<file path="src/rtl/occ_pkg.sv">
package occ_pkg;
  typedef enum logic [2:0] {
    CM_FROZEN = 3'd0,
    CM_SET    = 3'd1,
    CM_CLR    = 3'd2,
    CM_TOG    = 3'd3,
    CM_LOW    = 3'd4,
    CM_HIGH   = 3'd5,
    CM_PWM_A  = 3'd6,
    CM_PWM_B  = 3'd7
  } cmp_mode_e;

  localparam logic [1:0] DIR_OUTPUT = 2'b00;
  localparam logic       ADDR_CTRL  = 1'b0;
  localparam logic       ADDR_CMPV  = 1'b1;
endpackage

</file>
<file path="src/rtl/occ_rst_sync.sv">
module occ_rst_sync #(
  parameter int STAGES = 2
) (
  input  logic clk,
  input  logic rst_n_i,
  output logic rst_n_o
);
  logic [STAGES-1:0] sync_q;

  always_ff @(posedge clk or negedge rst_n_i) begin
    if (!rst_n_i) sync_q <= '0;
    else          sync_q <= {sync_q[STAGES-2:0], 1'b1};
  end

  assign rst_n_o = sync_q[STAGES-1];
endmodule

</file>
<file path="src/rtl/occ_cfg_regs.sv">
module occ_cfg_regs
  import occ_pkg::*;
#(
  parameter int CNT_W = 8,
  parameter int CFG_W = 8
) (
  input  logic             clk,
  input  logic             rst_n,
  input  logic             wr_en,
  input  logic             wr_addr,
  input  logic [CFG_W-1:0] wr_data,
  output cmp_mode_e        mode_q,
  output logic             clr_en_q,
  output logic             pol_q,
  output logic             en_q,
  output logic [1:0]       dir_q,
  output logic [CNT_W-1:0] cmpv_q
);
  logic             ctrl_we, cmpv_we;
  cmp_mode_e        mode_d;
  logic             clr_en_d, pol_d, en_d;
  logic [1:0]       dir_d;

  assign ctrl_we = wr_en && (wr_addr == ADDR_CTRL);
  assign cmpv_we = wr_en && (wr_addr == ADDR_CMPV);

  always_comb begin
    mode_d   = cmp_mode_e'(wr_data[2:0]);
    clr_en_d = wr_data[3];
    pol_d    = wr_data[4];
    en_d     = wr_data[5];
    // direction field is locked while the channel is enabled
    dir_d    = en_q ? dir_q : wr_data[7:6];
  end

  always_ff @(posedge clk or negedge rst_n) begin
    if (!rst_n) begin
      mode_q   <= CM_FROZEN;
      clr_en_q <= 1'b0;
      pol_q    <= 1'b0;
      en_q     <= 1'b0;
      dir_q    <= DIR_OUTPUT;
    end else if (ctrl_we) begin
      mode_q   <= mode_d;
      clr_en_q <= clr_en_d;
      pol_q    <= pol_d;
      en_q     <= en_d;
      dir_q    <= dir_d;
    end
  end

  always_ff @(posedge clk or negedge rst_n) begin
    if (!rst_n)       cmpv_q <= '0;
    else if (cmpv_we) cmpv_q <= wr_data[CNT_W-1:0];
  end
endmodule

</file>
<file path="src/rtl/occ_ref_gen.sv">
module occ_ref_gen
  import occ_pkg::*;
#(
  parameter int CNT_W = 8
) (
  input  logic             clk,
  input  logic             rst_n,
  input  logic [CNT_W-1:0] cnt_val,
  input  logic             cnt_down,
  input  logic [CNT_W-1:0] cmpv,
  input  cmp_mode_e        mode,
  input  logic             clr_en,
  input  logic             clr_in,
  output logic             ref_q
);
  logic      ref_d;
  logic      raw_d, raw_q;
  logic      pwm_lvl;
  logic      hit;
  logic      from_frozen;
  cmp_mode_e mode_prev_q;

  assign hit = (cnt_val == cmpv);
  // raw result: level of the first pulse-width mode
  assign raw_d   = cnt_down ? !(cnt_val > cmpv) : (cnt_val < cmpv);
  assign pwm_lvl = (mode == CM_PWM_B) ? !raw_d : raw_d;
  assign from_frozen = (mode_prev_q == CM_FROZEN);

  always_comb begin
    ref_d = ref_q;
    unique case (mode)
      CM_FROZEN: ref_d = ref_q;
      CM_SET:    if (hit) ref_d = 1'b1;
      CM_CLR:    if (hit) ref_d = 1'b0;
      CM_TOG:    if (hit) ref_d = !ref_q;
      CM_LOW:    ref_d = 1'b0;
      CM_HIGH:   ref_d = 1'b1;
      CM_PWM_A,
      CM_PWM_B:  if (from_frozen || (raw_d != raw_q)) ref_d = pwm_lvl;
      default:   ref_d = ref_q;
    endcase
    if (clr_en && clr_in) ref_d = 1'b0;
  end

  always_ff @(posedge clk or negedge rst_n) begin
    if (!rst_n) begin
      ref_q       <= 1'b0;
      raw_q       <= 1'b0;
      mode_prev_q <= CM_FROZEN;
    end else begin
      ref_q       <= ref_d;
      raw_q       <= raw_d;
      mode_prev_q <= mode;
    end
  end
endmodule

</file>
<file path="src/rtl/occ_channel.sv">
module occ_channel
  import occ_pkg::*;
#(
  parameter int CNT_W = 8,
  localparam int CFG_W = (CNT_W > 8) ? CNT_W : 8
) (
  input  logic             clk,
  input  logic             rst_n,
  input  logic [CNT_W-1:0] cnt_val,
  input  logic             cnt_down,
  input  logic             clr_in,
  input  logic             wr_en,
  input  logic             wr_addr,
  input  logic [CFG_W-1:0] wr_data,
  output logic             ref_o,
  output logic             ch_out
);
  logic             rst_n_s;
  cmp_mode_e        mode_q;
  logic             clr_en_q, pol_q, en_q;
  logic [1:0]       dir_q;
  logic [CNT_W-1:0] cmpv_q;
  logic             drive_ok;

  occ_rst_sync #(.STAGES(2)) u_rst (
    .clk(clk), .rst_n_i(rst_n), .rst_n_o(rst_n_s)
  );

  occ_cfg_regs #(.CNT_W(CNT_W), .CFG_W(CFG_W)) u_cfg (
    .clk(clk), .rst_n(rst_n_s), .wr_en(wr_en), .wr_addr(wr_addr),
    .wr_data(wr_data), .mode_q(mode_q), .clr_en_q(clr_en_q),
    .pol_q(pol_q), .en_q(en_q), .dir_q(dir_q), .cmpv_q(cmpv_q)
  );

  occ_ref_gen #(.CNT_W(CNT_W)) u_ref (
    .clk(clk), .rst_n(rst_n_s), .cnt_val(cnt_val), .cnt_down(cnt_down),
    .cmpv(cmpv_q), .mode(mode_q), .clr_en(clr_en_q), .clr_in(clr_in),
    .ref_q(ref_o)
  );

  assign drive_ok = en_q && (dir_q == DIR_OUTPUT);
  assign ch_out   = drive_ok ? (ref_o ^ pol_q) : pol_q;
endmodule

</file>
<file path="config.mk">
export PLATFORM = sky130hd
export DESIGN_NAME = occ_channel
export DESIGN_NICKNAME = d
export VERILOG_FILES = /design/src/rtl/occ_pkg.sv /design/src/rtl/occ_rst_sync.sv /design/src/rtl/occ_cfg_regs.sv /design/src/rtl/occ_ref_gen.sv /design/src/rtl/occ_channel.sv
export SDC_FILE = /design/constraint.sdc
export NUM_CORES = 1
export LEC_CHECK = 0
export ABC_AREA = 1
export BUFFER_PORTS_ARGS = -buffer_cell sky130_fd_sc_hd__buf_2
export CAP_MARGIN = 20
export CELL_PAD_IN_SITES_DETAIL_PLACEMENT = 1
export CELL_PAD_IN_SITES_GLOBAL_PLACEMENT = 2
export CORE_MARGIN = 4
export CORE_UTILIZATION = 31
export CTS_BUF_LIST = sky130_fd_sc_hd__clkbuf_16
export DETAILED_ROUTE_END_ITERATION = 10
export GPL_TIMING_DRIVEN = 0
export PLACE_DENSITY = 0.89
export SKIP_LAST_GASP = 1
export SLEW_MARGIN = 20
export SYNTH_ARGS = -nofsm -noshare
export SYNTH_HDL_FRONTEND = slang
export SYNTH_SLANG_ARGS = --single-unit
export TNS_END_PERCENT = 100
</file>
<file path="constraint.sdc">
create_clock -name clk -period 1.05 [get_ports clk]
set_input_delay 0 -clock clk [delete_from_list [all_inputs] [get_ports clk]]
set_output_delay 0 -clock clk [all_outputs]
set_load 0.03 [all_outputs]
</file>
* After elaboration in Yosys (flattened, before gate mapping) *
Cells that the tools add are included.

storage, ports and cells
  output and inout bits = 2
  flip-flop bits (word level) = 23
  logic and storage cells = 52
  input bits = 22

cells by class
  multiplexer cells = 9
  reduce and logical (&&, ||, !) cells = 14
  equality and inequality tests = 14
  order comparisons = 2
  bitwise gates (word level) = 3

operators by type and width
  kind                                           number
  == test 3 bit, second input constant           4
  != test 3 x 1 -> 1 bit, second input constant  4
  == test 8 bit                                  1
  greater-than comparator 8 bit                  1
  < comparator 8 bit                             1
  two-way mux 1 bit                              8
  == test 3 x 2 -> 1 bit, second input constant  2
  logical NOT 3 bit                              2
  case mux 1 bit (6 select lines)                1
  AND reduction 5 bit                            1
  logical AND 1 bit                              4
  == test 3 x 1 -> 1 bit, second input constant  1
  logical NOT 1 bit                              3
  logical NOT 2 bit                              1
  != test 2 x 1 -> 1 bit, second input constant  1
  inverter 1 bit                                 2
  AND reduction 2 bit                            1
  OR reduction 2 bit                             1
  logical OR 1 bit                               1
  != test 1 bit                                  1
  XOR 1 bit                                      1

* Logic depth before layout (Yosys ltp) *
Gate-level depths: netlist (run 1).

  word-level depth = 8
  depth in mapped cells = 16
  depth with buffers taken out = 16

* Hierarchy *
From an unflattened synthesis (run 1), not the netlist that was laid out.

unflattened totals
  cell total of the unflattened synthesis = 145
  area total of the unflattened synthesis = 1263.7 sq um

modules (own cells, without submodules)
  module        sequential area each (sq um)  instances  area each (sq um)  cells each
  occ_cfg_regs  400.4                         1          678.2              65
  occ_ref_gen   125.1                         1          498.0              69
  occ_rst_sync  50.0                          1          53.8               3
  occ_channel   0.0                           1          33.8               8

* Worst setup path after synthesis (run 1) *
Ideal clock, no wire load.

  path kind = reg-to-reg
  from = register u_cfg.cmpv_q[7]
  to = register u_ref.ref_q
  period minus slack after synthesis = 1.472 ns
  stages on the path, launching flop included = 12
  path buffers = 0
  data required time = 0.932 ns
  arrival = 1.354 ns
  library setup time = 0.118 ns
  slack = -0.422 ns
  cells stage by stage = dfrtp_1 -> inv_1 -> ha_1 -> a21o_1 -> nor2_2 -> nand2_2 -> nand2_2 -> nand2_1 -> nand3_1 -> nand2_1 -> nor2_1 -> nor2_2

on the way
  word-level cells in the longest chain between the ends = 8
  elaborated cells between the ends (all ways) = 17
  those cells by class = order compare (2); eq/ne (6); mux (5); reduce/logical (4)

ends and longest elaborated chain
  what                             line                text
  start: declaration               occ_cfg_regs.sv:17  output logic [CNT_W-1:0] cmpv_q
  start signal: assignment         occ_cfg_regs.sv:54  else if (cmpv_we) cmpv_q <= wr_data[CNT_W-1:0];
  greater-than comparator 8 bit    occ_ref_gen.sv:25   assign raw_d = cnt_down ? !(cnt_val > cmpv) : (cnt_val < cmpv);
  logical NOT 1 bit                occ_ref_gen.sv:25
  two-way mux 1 bit (*)            occ_ref_gen.sv:25
  named net u_ref.raw_d            occ_ref_gen.sv:17   logic raw_d, raw_q;
  logical NOT 1 bit                occ_ref_gen.sv:26   assign pwm_lvl = (mode == CM_PWM_B) ? !raw_d : raw_d;
  two-way mux 1 bit                occ_ref_gen.sv:26
  two-way mux 1 bit                occ_ref_gen.sv:39   CM_PWM_B: if (from_frozen || (raw_d != raw_q)) ref_d = pwm_lvl;
  case mux 1 bit (6 select lines)  occ_ref_gen.sv:31   unique case (mode)
  two-way mux 1 bit                occ_ref_gen.sv:42   if (clr_en && clr_in) ref_d = 1'b0;
  end signal: assignment           occ_ref_gen.sv:51   ref_q <= ref_d;
  end: declaration                 occ_ref_gen.sv:14   output logic ref_q

Mark *: on every way through the listed nets, which the timed path passes. The rest lies on a longest branch. The select of a mux whose other input is x is not followed.
A chain may end at the register's enable or synchronous reset.

* Worst setup path after layout (run 1) *
  from = register u_cfg.cmpv_q[4]
  to = register u_ref.ref_q

on the way
  word-level cells in the longest chain between the ends = 8
  elaborated cells between the ends (all ways) = 17
  those cells by class = order compare (2); eq/ne (6); mux (5); reduce/logical (4)

ends and longest elaborated chain
  what                             line
  greater-than comparator 8 bit    occ_ref_gen.sv:25
  logical NOT 1 bit                occ_ref_gen.sv:25
  two-way mux 1 bit                occ_ref_gen.sv:25
  logical NOT 1 bit                occ_ref_gen.sv:26
  two-way mux 1 bit                occ_ref_gen.sv:26
  two-way mux 1 bit                occ_ref_gen.sv:39
  case mux 1 bit (6 select lines)  occ_ref_gen.sv:31
  two-way mux 1 bit                occ_ref_gen.sv:42

Several ways; a longest one is shown, not always the timed one. The select of a mux whose other input is x is not followed.

==> impl_results.md, run 1 <==
* Status: complete, but fails checks
* Failing checks: setup timing
* # fillers at 448
* Remaining routing DRC violations at 0
* Clock Pin Slew Worst Setup and Hold Paths at 0.06 ns
* Syn avg cell area at 8.51 um2
* Placed cell count at 209
* Hold Fails Final Rpt at 0
* Most frequent cells in the layout: sky130_fd_sc_hd__nand2_1, sky130_fd_sc_hd__buf_2, sky130_fd_sc_hd__dfrtp_1
* Hold path depth at 3
* Post-placement cell area at 0.00137 mm2
* Clock sink count at 23
* Iteration-0 DRC Markers at 15
* Leakage at 0.825 nW
* First-pass GRT wire length at 4.92 mm
* Period utilization at 155%
* Worst skew pair latency at 0.26 ns
* Hold Path End: u_cfg.mode_q[2]
* Number of I/O port buffers at 23
* Total net switching power at 0.834 mW
* Count of maximum capacitance violations at 0
* Warnings, synthesis at 0
* Clock tree buffer depth at 2
* Depth of the CTS H-tree at 1
* Startpoint of the lowest-slack hold path: wr_data[2]
* Summed area of non-filler cells in the final layout at 0.00161 mm2
* Die Area at 0.00484 mm2
* Clock network fraction of design power at 31.2%
* Number of register bits inferred by synthesis at 23
* Post-Synthesis Net Count at 168
* Final global-route overflow total at 0
* Total number of nets in the final design at 206
* Die outline height at 69.6 um
* Via count of the first global-routing pass at 1,094
* Combinational Power Share at 27.3%
* Average wire length per cell after detail routing at 13.8 um
* Core outline area at 0.00366 mm2
* Req. time, crit path at 1.21 ns
* Placer's final routability congestion estimate at 0.744
* Final setup violating endpoints at 3
* Class of the most critical hold timing path: input port to flip-flop
* CTS Root Cell: sky130_fd_sc_hd__clkbuf_16
* Via density per instance at 4.52
* Initial DRT Pass Iterations at 2
* I/O pin total at 24
* Number of buffers created by CTS at 3
* Wire length after detailed routing at 3.09 mm
* Number of core rows at 22
* Cell area power density at 1660 mW/mm2
* Number of max-slew violations in the final report at 0
* Number of instances in the synthesized netlist at 138
* Layout Area Growth over Synthesis at 37.2%
* Time the final worst path needs with I/O delays and setup at 1.62 ns
* Part of the Yosys area used for sequential elements at 49.0%
* GRT Overall Usage at 12.9%
* R2R Path End: u_ref.ref_q
* Category of the critical setup timing path: flip-flop to flip-flop
* Switching power as a share of total power at 31.2%
* Clock tree from TritonCTS: yes
* Floorplan die width at 69.6 um
* RSZ-0062 raised after global routing: yes
* VDD IR-drop max at 0.709 mV
* Initial core utilization at 32.1%
* Number of antenna violations at the first check in global routing at 0
* Type of element capturing the critical path: flip-flop
* Post-Route Utilization at 44.0%
* R2r worst-path depth at 11
* Source of the worst register-to-register timing path: u_cfg.cmpv_q[4]
* Critical path startpoint category: flip-flop
* Highest fanout seen on the critical path at 3
* Arrival time at the worst endpoint at 1.78 ns
* Number of antenna cells inserted at 0
* Setup ws final at -0.575 ns
* Pint at 1.84 mW
* Upper clock frequency limit at 616 MHz
* Number of library cell types mapped by synthesis at 20
* Sequential group share of total power at 41.5%
* Detailed-placement wirelength estimate at 2.13 mm
* Setup slack of the most critical reg-to-reg path at -0.57 ns
* Remaining antenna violation count after routing at 0
* Start point of the critical path: u_cfg.cmpv_q[4]
* Worst clock skew on the final layout at 0.00574 ns
* Combined area of all synthesized cells at 0.00117 mm2
* Most common cell after layout, fill and taps aside: sky130_fd_sc_hd__nand2_1
* Number of standard cells in the final layout excluding fillers at 223
* Fraction of layout instances using a drive strength above 1 at 38.3%
* Overall via count from detail_route at 1,008
* Maximum number of pins on one net before global-route repair at 22
## critical path: stages (launching register included)
cell and delay, ns:
sky130_fd_sc_hd__dfrtp_1 0.36, sky130_fd_sc_hd__inv_1 0.08, sky130_fd_sc_hd__ha_4 0.26, sky130_fd_sc_hd__nand2_2 0.06, sky130_fd_sc_hd__nor2_4 0.16, sky130_fd_sc_hd__nand2_1 0.08
sky130_fd_sc_hd__nand2_2 0.12, sky130_fd_sc_hd__nand3_1 0.10, sky130_fd_sc_hd__nand3_2 0.08, sky130_fd_sc_hd__nand2_2 0.07, sky130_fd_sc_hd__nor2_2 0.12, sky130_fd_sc_hd__nor2_2 0.04
## sequential cells by signal, summed over array words and instances (netlist names)
signal and flops:
u_cfg.clr_en_q 1, u_ref.raw_q 1, u_cfg.en_q 1, u_cfg.cmpv_q 8
u_rst.sync_q 2, u_ref.ref_q 1, u_cfg.mode_q 3, u_cfg.dir_q 2
u_cfg.pol_q 1, u_ref.mode_prev_q 3
## stage by stage
stage | TNS (ns) | hold WS, ns | power [mW] | setup WS [ns]
finish | -1.32 | 0.0244 | 2.68 | -0.575
global route | -1.54 | 0.0412 | 2.83 | -0.650
CTS | -1.14 | 0.0281 | 2.62 | -0.544
detailed placement | -0.868 | -0.214 | 1.67 | -0.577
global placement | -0.772 | -0.215 | 1.63 | -0.527
floorplan | -0.833 | -0.296 | 1.49 | -0.391
## per-layer routing
metal	part of all wire, %	global-route usage [%]	up-vias
met1	38	13.6	482
met3	3.9	3.33	5
met4	1.0	2.60	0
met5	0	0	-
met2	57	25.2	17
li1	-	-	504
## cells by family (layout without fill, tap and decap cells)
logic type               count (synthesis)  in the layout  synth area share, %
AND/OR/NAND/NOR                         56             56                 22.0
other                                    1              1                0.319
XOR/XNOR                                 1              1                0.746
adder cells (fa/ha/maj)                  8              8                 8.52
buffers and inverters                   27             64                 8.63
flip-flops                              23             23                 49.0
AO/OA/AOI/OAI                           22             22                 10.8
## layout make-up
| cell class | instances | area (um2) | area share, % |
|---|---|---|---|
| well taps | 48 | 60.1 | 3.73 |
| clock buffers | 3 | 75.1 | 4.66 |
| plain buffers | 1 | 3.75 | 0.233 |
| clock inverters | 1 | 5.00 | 0.311 |
| flip-flops and latches | 23 | 577 | 35.8 |
| multi-input cells | 88 | 593 | 36.8 |
| inverters | 26 | 97.6 | 6.06 |
| repair buffers | 33 | 200 | 12.4 |
## synth_stat cells
library cell,n,area (um2)
sky130_fd_sc_hd__nand2_2,5,31.3
sky130_fd_sc_hd__nand3_2,2,20.0
sky130_fd_sc_hd__nor2_4,1,11.3
sky130_fd_sc_hd__a21oi_1,4,20.0
sky130_fd_sc_hd__inv_1,24,90.1
sky130_fd_sc_hd__nand2_1,32,120
sky130_fd_sc_hd__xor2_1,1,8.76
sky130_fd_sc_hd__o21ai_0,15,75.1
sky130_fd_sc_hd__conb_1,1,3.75
sky130_fd_sc_hd__nor2_1,7,26.3
sky130_fd_sc_hd__dfrtp_1,23,576
sky130_fd_sc_hd__nor4_1,1,6.26
sky130_fd_sc_hd__nand3_1,5,25.0
sky130_fd_sc_hd__ha_1,8,100
sky130_fd_sc_hd__o21ai_4,1,16.3
sky130_fd_sc_hd__clkbuf_1,1,3.75
sky130_fd_sc_hd__a21o_1,1,7.51
sky130_fd_sc_hd__inv_2,2,7.51
sky130_fd_sc_hd__nor2_2,3,18.8
sky130_fd_sc_hd__o31ai_1,1,7.51
## how the worst max path moves through the flow
stage | end | slack (ns) | depth (start not counted)
detailed placement | u_ref.ref_q | -0.58 | 15
finish | u_ref.ref_q | -0.57 | 11
CTS | u_ref.ref_q | -0.54 | 13
floorplan | u_ref.ref_q | -0.39 | 14
global route | u_ref.ref_q | -0.65 | 15
global placement | u_ref.ref_q | -0.53 | 15
## power groups by stage
stage	registers [mW]	clock network, mW	logic [mW]
after floorplan	1.12	0	0.373
after global placement	1.11	0	0.526
after detailed placement	1.12	0	0.556
after CTS	1.11	0.848	0.666
after global routing	1.13	0.888	0.814
final	1.11	0.835	0.730
## repair_timing
action	4_1_cts	5_1_grt
setup endpoints to repair	3	24
hold buffers	3	0
gates cloned	0	0
gates resized for setup	13	7
buffers inserted	4	3
pin swaps	9	6
hold endpoints to repair	4	0
Power figures use the tool's default switching activity.
==> run 2: changes to the inputs <==
--- a/config.mk
+++ b/config.mk
@@ -16,6 +16,7 @@
 export DETAILED_ROUTE_END_ITERATION = 10
 export GPL_TIMING_DRIVEN = 0
 export PLACE_DENSITY = 0.89
+export SKIP_CTS_REPAIR_TIMING = 1
 export SKIP_LAST_GASP = 1
 export SLEW_MARGIN = 20
 export SYNTH_ARGS = -nofsm -noshare
==> constraint.sdc (replaced) <==
create_clock -name clk -period 1.7 [get_ports clk]
set_input_delay 0 -clock clk [delete_from_list [all_inputs] [get_ports clk]]
set_output_delay 0 -clock clk [all_outputs]
set_load 0.03 [all_outputs]
==> run 2 against run 1 <==
The flow finishes with violations (hold timing). Design area fell by 1.9%. Core utilization fell by 0.85 points. Non-clock buffer count fell by 4. Global-route usage fell by 1.0 points. Critical path depth rose by 1. Clock power fell by 40%. Sequential power fell by 39%. First-iteration DRC count rose by 140%. Count of clock-buffer cells in the layout did not move. Largest cell class unchanged. Largest power group unchanged.
==> impl_results.md, run 2 (synthesis results as in run 1) <==
* Maximum number of pins on one net before global-route repair at 22 (unchanged)
* Leakage at 0.808 nW (-2.1%)
* Core outline area at 0.00366 mm2 (unchanged)
* Sequential cell area at 576 um2 (-0.22%)
* RSZ-0062 raised after global routing: yes
* Status: complete, but fails checks
* Remaining antenna violation count after routing at 0 (unchanged)
* Total area of multi-input combinational cells at 602 um2 (+1.5%)
* Total number of nets in the final design at 202 (-1.9%)
* Overall via count from detail_route at 977 (-3.1%)
* Type of element capturing the critical path: flip-flop
* Hold Fails Final Rpt at 2 (+2)
* Largest registers: u_cfg.cmpv_q x8, u_cfg.mode_q x3, u_ref.mode_prev_q x3
* Number of buffers created by CTS at 3 (unchanged)
* Normalized max-slew margin at 44.0%
* Wire length after detailed routing at 2.79 mm (-9.5%)
* R2R Path End: u_ref.ref_q
* Number of I/O port buffers at 23 (unchanged)
* Category of the critical setup timing path: flip-flop to flip-flop
* Hold_ws at -0.0220 ns (-0.0464 ns)
* Layout Area Growth over Synthesis at 34.5%
* Die outline height at 69.6 um (unchanged)
* Largest stage delay on the critical path at 0.37 ns (about the same)
* Number of standard cells in the final layout excluding fillers at 219 (-1.8%)
* Worst clock skew on the final layout at 0.00251 ns (-0.00323 ns)
* Via count of the first global-routing pass at 1,033 (-5.6%)
* Placed cell count at 209 (unchanged)
* Cell area power density at 1010 mW/mm2 (-39%)
* Number of max-slew violations in the final report at 0 (unchanged)
* Worst path top cell family by delay: simple AND/OR/NAND/NOR gates
* Average wire length per cell after detail routing at 12.8 um (-7.8%)
* Period utilization at 95.6% (-59 points)
* Arrival time at the worst endpoint at 1.78 ns (about the same)
* Count of maximum capacitance violations at 0 (unchanged)
* Most common cell after layout, fill and taps aside: sky130_fd_sc_hd__nand2_1
* Initial DRT Pass Iterations at 3 (+1)
* Highest fanout seen on the critical path at 3 (unchanged)
* Largest register FFs at 8 (unchanged)
* Number of core rows at 22 (unchanged)
* Number of antenna cells inserted at 0 (unchanged)
* Time the final worst path needs with I/O delays and setup at 1.63 ns (+0.000574 ns)
* Clock Pin Slew Worst Setup and Hold Paths at 0.06 ns (about the same)
* VDD IR-drop max at 0.552 mV (-22%)
* Remaining routing DRC violations at 0 (unchanged)
* Most flop-heavy register: u_cfg.cmpv_q
* Clock tree buffer depth at 2 (unchanged)
* Upper clock frequency limit at 615 MHz (about the same)
* I/O pin total at 24 (unchanged)
* CTS Root Cell: sky130_fd_sc_hd__clkbuf_16
* Source of the worst register-to-register timing path: u_cfg.cmpv_q[5]
* GRT Overall Usage at 11.8% (-1.0 points)
* # fillers at 437 (-2.5%)
* Depth of the CTS H-tree at 1 (unchanged)
* Placer's final routability congestion estimate at 0.704 (-5.4%)
* First-pass GRT wire length at 4.52 mm (-8.1%)
* Most used cell along the critical path: sky130_fd_sc_hd__nor2_2
* Floorplan die width at 69.6 um (unchanged)
* Clock tree from TritonCTS: yes
* Buf+Inv Stages, Crit Path at 1 (unchanged)
* Initial core utilization at 32.1% (unchanged)
* Cell breakdown of the critical path: inv_2 -> ha_4 -> a21oi_2 -> nor2_1 -> nor2_2 -> nand2_4 -> nand2_4 -> nand2_2 -> nand3_2 -> nand2_2 -> nor2_2 -> nor2_2
* Least-Margin Pin Slew at 0.839 ns
* Class of the most critical hold timing path: input port to flip-flop
* Fraction of layout instances using a drive strength above 1 at 36.3% (-2.0 points)
* Startpoint of the lowest-slack hold path: wr_data[5]
* Failing checks: hold timing
* Via density per instance at 4.46 (-1.3%)
* Overall power at 1.60 mW (-40%)
* Worst skew pair latency at 0.26 ns (about the same)
* Die Area at 0.00484 mm2 (unchanged)
* Hold path depth at 3 (unchanged)
* Final setup violating endpoints at 0 (-3)
* Most frequent cells in the layout: sky130_fd_sc_hd__nand2_1, sky130_fd_sc_hd__buf_2, sky130_fd_sc_hd__dfrtp_1
* Detailed-placement wirelength estimate at 2.10 mm (-1.5%)
* R2r worst-path depth at 12 (+1)
* Req. time, crit path at 1.85 ns (+0.64 ns)
* Final global-route overflow total at 0 (unchanged)
* Hold Path End: u_cfg.en_q
* Number of antenna violations at the first check in global routing at 0 (unchanged)
* Highest-delay cell along the critical path: sky130_fd_sc_hd__dfrtp_1
* Clock sink count at 23 (unchanged)
* Setup slack of the most critical reg-to-reg path at 0.07 ns (+0.65 ns)
* Critical path startpoint category: flip-flop
* Sum Neg Setup Slack at 0 ns (+1.32 ns)
* Iteration-0 DRC Markers at 36 (+21)
[run 2: cell count changes in the layout (fill, tap and decap cells not counted), sizes merged]
cell	delta
buf	-2
clkinv	-1
dlygate4sd3	-2
inv	+1
[run 2: worst min-delay path: cells and delay by family]
family          cells  cell delay, ns
compound gates      1            0.06
buf+inv             1            0.09
simple gates        1            0.05
[run 2: area by class of cell]
class,count,area share (%)
inverters,26,6.18
plain buffers,1,0.238
well taps,48,3.80
repair buffers,29,10.3
flip-flops and latches,23,36.4
clock inverters,1,0.238
clock buffers,3,4.75
multi-input cells,88,38.1
[run 2: layer usage]
| metal | share of wire [%] | global-route usage (%) | up-vias |
|---|---|---|---|
| met3 | 3.1 | 3.19 | 4 |
| li1 | - | - | 496 |
| met5 | 0 | 0 | - |
| met4 | 1.6 | 4.56 | 0 |
| met2 | 52 | 20.2 | 17 |
| met1 | 44 | 14.1 | 460 |
[run 2: per-stage QoR]
stage / hold WS (ns) / setup slack (ns) / util, % / cell area (um2)
floorplan: -0.296 / 0.228 / - / 1170
global placement: -0.215 / 0.0929 / 36.9 / 1350
detailed placement: -0.212 / 0.00871 / 36.9 / 1350
CTS: -0.488 / -0.00177 / 39.0 / 1430
global route: 0.00382 / -0.0541 / 43.2 / 1580
finish: -0.0220 / 0.0749 / 43.2 / 1580
[run 2: report_power, final]
| group | switching [mW] | internal (mW) | leakage [nW] |
|---|---|---|---|
| Clock | 0.188 | 0.314 | 0.0423 |
| Combinational | 0.243 | 0.176 | 0.486 |
| Sequential | 0.0553 | 0.624 | 0.279 |
| Total | 0.486 | 1.11 | 0.808 |
[run 2: worst max-delay path by stage]
stage / slack [ns] / from / cells past startpoint / to
2_1_floorplan: 0.23 / u_cfg.cmpv_q[7] / 11 / u_ref.ref_q
3_3_place_gp: 0.09 / u_cfg.cmpv_q[7] / 11 / u_ref.ref_q
3_5_place_dp: 0.009 / u_cfg.cmpv_q[3] / 14 / u_ref.ref_q
4_1_cts: -0.002 / u_cfg.cmpv_q[3] / 14 / u_ref.ref_q
5_1_grt: -0.05 / u_cfg.cmpv_q[5] / 12 / u_ref.ref_q
6_report: 0.07 / u_cfg.cmpv_q[5] / 12 / u_ref.ref_q
==> run 3: changes to the inputs <==
--- a/config.mk
+++ b/config.mk
@@ -10,12 +10,13 @@
 export CAP_MARGIN = 20
 export CELL_PAD_IN_SITES_DETAIL_PLACEMENT = 1
 export CELL_PAD_IN_SITES_GLOBAL_PLACEMENT = 2
+export CORE_ASPECT_RATIO = 1.5
 export CORE_MARGIN = 4
 export CORE_UTILIZATION = 31
 export CTS_BUF_LIST = sky130_fd_sc_hd__clkbuf_16
 export DETAILED_ROUTE_END_ITERATION = 10
 export GPL_TIMING_DRIVEN = 0
-export PLACE_DENSITY = 0.89
+export PLACE_DENSITY_LB_ADDON = 0.12
 export SKIP_CTS_REPAIR_TIMING = 1
 export SKIP_LAST_GASP = 1
 export SLEW_MARGIN = 20
==> run 3 against run 2 <==
The run still ends with hold timing left. Non-clock buffer count fell by 2. Combinational power fell by 6.7%. Global-route usage increased by 0.61 points. Core utilization decreased by 1.5 points. Fmax decreased by 0.34%. Worst setup slack got worse by 0.0055 ns. Count of clock-buffer cells in the layout unchanged. Critical endpoint unchanged. Largest power group unchanged.
==> impl_results.md, run 3 (synthesis results as in run 1) <==
* Status: complete, but fails checks
* Failing checks: hold timing
* Pint at 1.10 mW (-1.4%)
* Worst Setup Slack post-DPL at 0.0159 ns (+0.00714 ns)
* Period utilization at 95.9% (+0.32 points)
* Normalized max-slew margin at 41.1% (-2.9 points)
* Number of max-slew violations in the final report at 0 (unchanged)
* Fraction of layout instances using a drive strength above 1 at 31.4% (-4.9 points)
* Clock tree buffer depth at 2 (unchanged)
* Most frequent cells in the layout: sky130_fd_sc_hd__nand2_1, sky130_fd_sc_hd__buf_2, sky130_fd_sc_hd__dfrtp_1
* Sequential group share of total power at 43.0% (+0.5 points)
* Core outline area at 0.00365 mm2 (-0.34%)
* Remaining antenna violation count after routing at 0 (unchanged)
* Iteration-0 DRC Markers at 17 (-53%)
* Average wire length per cell after detail routing at 13.3 um (+4.0%)
* Req. time, crit path at 1.85 ns (about the same)
* GR met1 Demand/Resource at 13.6% (-0.46 points)
* Number of core rows at 27 (+23%)
* Clock tree from TritonCTS: yes
* Number of antenna violations at the first check in global routing at 0 (unchanged)
* Count of maximum capacitance violations at 0 (unchanged)
* Sum Neg Setup Slack at 0 ns (unchanged)
* Post-placement cell area at 0.00134 mm2 (-0.46%)
* Cell area power density at 1040 mW/mm2 (+2.5%)
* Upper clock frequency limit at 613 MHz (-0.34%)
* GRT Overall Usage at 12.4% (+0.61 points)
* Layout Area Growth over Synthesis at 29.5%
* Type of element capturing the critical path: flip-flop
* Total net switching power at 0.481 mW (-1.1%)
* Maximum number of pins on one net before global-route repair at 22 (unchanged)
* Largest registers: u_cfg.cmpv_q x8, u_cfg.mode_q x3, u_ref.mode_prev_q x3
* Highest fanout seen on the critical path at 3 (unchanged)
* Hold_ws at -0.0213 ns (+0.000679 ns)
* Setup slack of the most critical reg-to-reg path at 0.07 ns (about the same)
* Largest register FFs at 8 (unchanged)
* Combinational Power Share at 24.8% (-1.4 points)
* Post-Route Utilization at 41.7% (-1.5 points)
* Initial core utilization at 32.2% (+0.11 points)
* Number of antenna cells inserted at 0 (unchanged)
* Remaining routing DRC violations at 0 (unchanged)
* Overall via count from detail_route at 951 (-2.7%)
* Die outline height at 83.4 um (+20%)
* Number of I/O port buffers at 23 (unchanged)
* # fillers at 452 (+3.4%)
* Number of standard cells in the final layout excluding fillers at 212 (-3.2%)
* Source of the worst register-to-register timing path: u_cfg.cmpv_q[3]
* Clock network fraction of design power at 32.3% (+0.9 points)
* Worst skew pair latency at 0.25 ns (about the same)
* Class of the most critical hold timing path: input port to flip-flop
* Summed area of non-filler cells in the final layout at 0.00152 mm2 (-3.7%)
* Critical path startpoint category: flip-flop
* Most flop-heavy register: u_cfg.cmpv_q
* Least-Margin Pin Slew at 0.883 ns (+0.0435 ns)
* Detailed-placement wirelength estimate at 2.23 mm (+6.5%)
* R2R Path End: u_ref.ref_q
* Most common cell after layout, fill and taps aside: sky130_fd_sc_hd__nand2_1
* Category of the critical setup timing path: flip-flop to flip-flop
* Leakage at 0.806 nW (-0.25%)
* Switching power as a share of total power at 30.5% (+0.079 points)
* Floorplan die width at 58.3 um (-16%)
* Overall power at 1.58 mW (-1.3%)
* Number of buffers created by CTS at 3 (unchanged)
* R2r worst-path depth at 15 (+3)
* Hold Fails Final Rpt at 2 (unchanged)
* Met2 track utilization from global routing at 23.3% (+3.1 points)
* Hold Path End: u_cfg.en_q
* Via count of the first global-routing pass at 1,070 (+3.6%)
* Placer's final routability congestion estimate at 0.689 (-2.1%)
* GR peak layer: met2
* Worst clock skew on the final layout at 0.00189 ns (-0.000611 ns)
* Placed cell count at 204 (-2.4%)
* Clock Pin Slew Worst Setup and Hold Paths at 0.06 ns (about the same)
* CTS Root Cell: sky130_fd_sc_hd__clkbuf_16
* Wire length after detailed routing at 2.81 mm (+0.72%)
* Arrival time at the worst endpoint at 1.78 ns (about the same)
* VDD IR-drop max at 0.795 mV (+44%)
* Time the final worst path needs with I/O delays and setup at 1.63 ns (+0.00552 ns)
* Final global-route overflow total at 0 (unchanged)
* Via density per instance at 4.49 (+0.55%)
* Total number of nets in the final design at 200 (-0.99%)
* RSZ-0062 raised after global routing: yes
* Global routing usage on met3 at 2.18% (-1.0 points)
* Depth of the CTS H-tree at 1 (unchanged)
* Clock sink count at 23 (unchanged)
* Hold path depth at 3 (unchanged)
* Final setup violating endpoints at 0 (unchanged)
* Setup ws final at 0.0693 ns (-0.00552 ns)
* First-pass GRT wire length at 4.68 mm (+3.5%)
* Initial DRT Pass Iterations at 4 (+1)
* I/O pin total at 24 (unchanged)
* Startpoint of the lowest-slack hold path: wr_data[5]
* Die Area at 0.00486 mm2 (+0.43%)
## run 3: worst max-delay path, stage by stage (launching register included)
cell and delay (ns):
sky130_fd_sc_hd__dfrtp_1 0.35, sky130_fd_sc_hd__inv_1 0.05, sky130_fd_sc_hd__ha_1 0.30, sky130_fd_sc_hd__nand2_2 0.07, sky130_fd_sc_hd__inv_1 0.05, sky130_fd_sc_hd__nand2_1 0.04, sky130_fd_sc_hd__nand2_1 0.07, sky130_fd_sc_hd__nand2_2 0.07
sky130_fd_sc_hd__nand2_4 0.10, sky130_fd_sc_hd__nand2_4 0.06, sky130_fd_sc_hd__nand2_2 0.06, sky130_fd_sc_hd__nand3_2 0.08, sky130_fd_sc_hd__nand2_4 0.09, sky130_fd_sc_hd__nand2_1 0.05, sky130_fd_sc_hd__nand2_1 0.06, sky130_fd_sc_hd__nor2_2 0.03
## run 3: how the worst max path moves through the flow
| stage | start | endpoint | slack, ns | cells past startpoint |
|---|---|---|---|---|
| 6_report | u_cfg.cmpv_q[3] | u_ref.ref_q | 0.07 | 15 |
| 5_1_grt | u_cfg.cmpv_q[1] | u_ref.ref_q | -0.06 | 15 |
| 4_1_cts | u_cfg.cmpv_q[5] | u_ref.ref_q | -0.002 | 12 |
| 3_5_place_dp | u_cfg.cmpv_q[5] | u_ref.ref_q | 0.02 | 12 |
| 3_3_place_gp | u_cfg.cmpv_q[7] | u_ref.ref_q | 0.06 | 11 |
| 2_1_floorplan | u_cfg.cmpv_q[7] | u_ref.ref_q | 0.23 | 11 |
## run 3: routing by layer
metal	wire (um)	share of wire, %
met1	1110	39
met2	1590	56
met3	91	3.2
met4	23	0.82
met5	0	0
## run 3: power groups by stage
stage / combinational [mW] / clock, mW / sequential, mW
floorplan: 0.224 / 0 / 0.689
global placement: 0.322 / 0 / 0.684
detailed placement: 0.338 / 0 / 0.688
CTS: 0.339 / 0.522 / 0.679
global route: 0.444 / 0.551 / 0.691
finish: 0.391 / 0.510 / 0.678
## run 3: final cells by class
class / instances / area (um2) / area share (%)
plain buffers: 1 / 3.75 / 0.247
inverters: 26 / 97.6 / 6.41
flip-flops and latches: 23 / 576 / 37.8
repair buffers: 27 / 148 / 9.70
well taps: 43 / 53.8 / 3.54
multi-input cells: 88 / 563 / 37.0
clock inverters: 1 / 5.00 / 0.329
clock buffers: 3 / 75.1 / 4.93
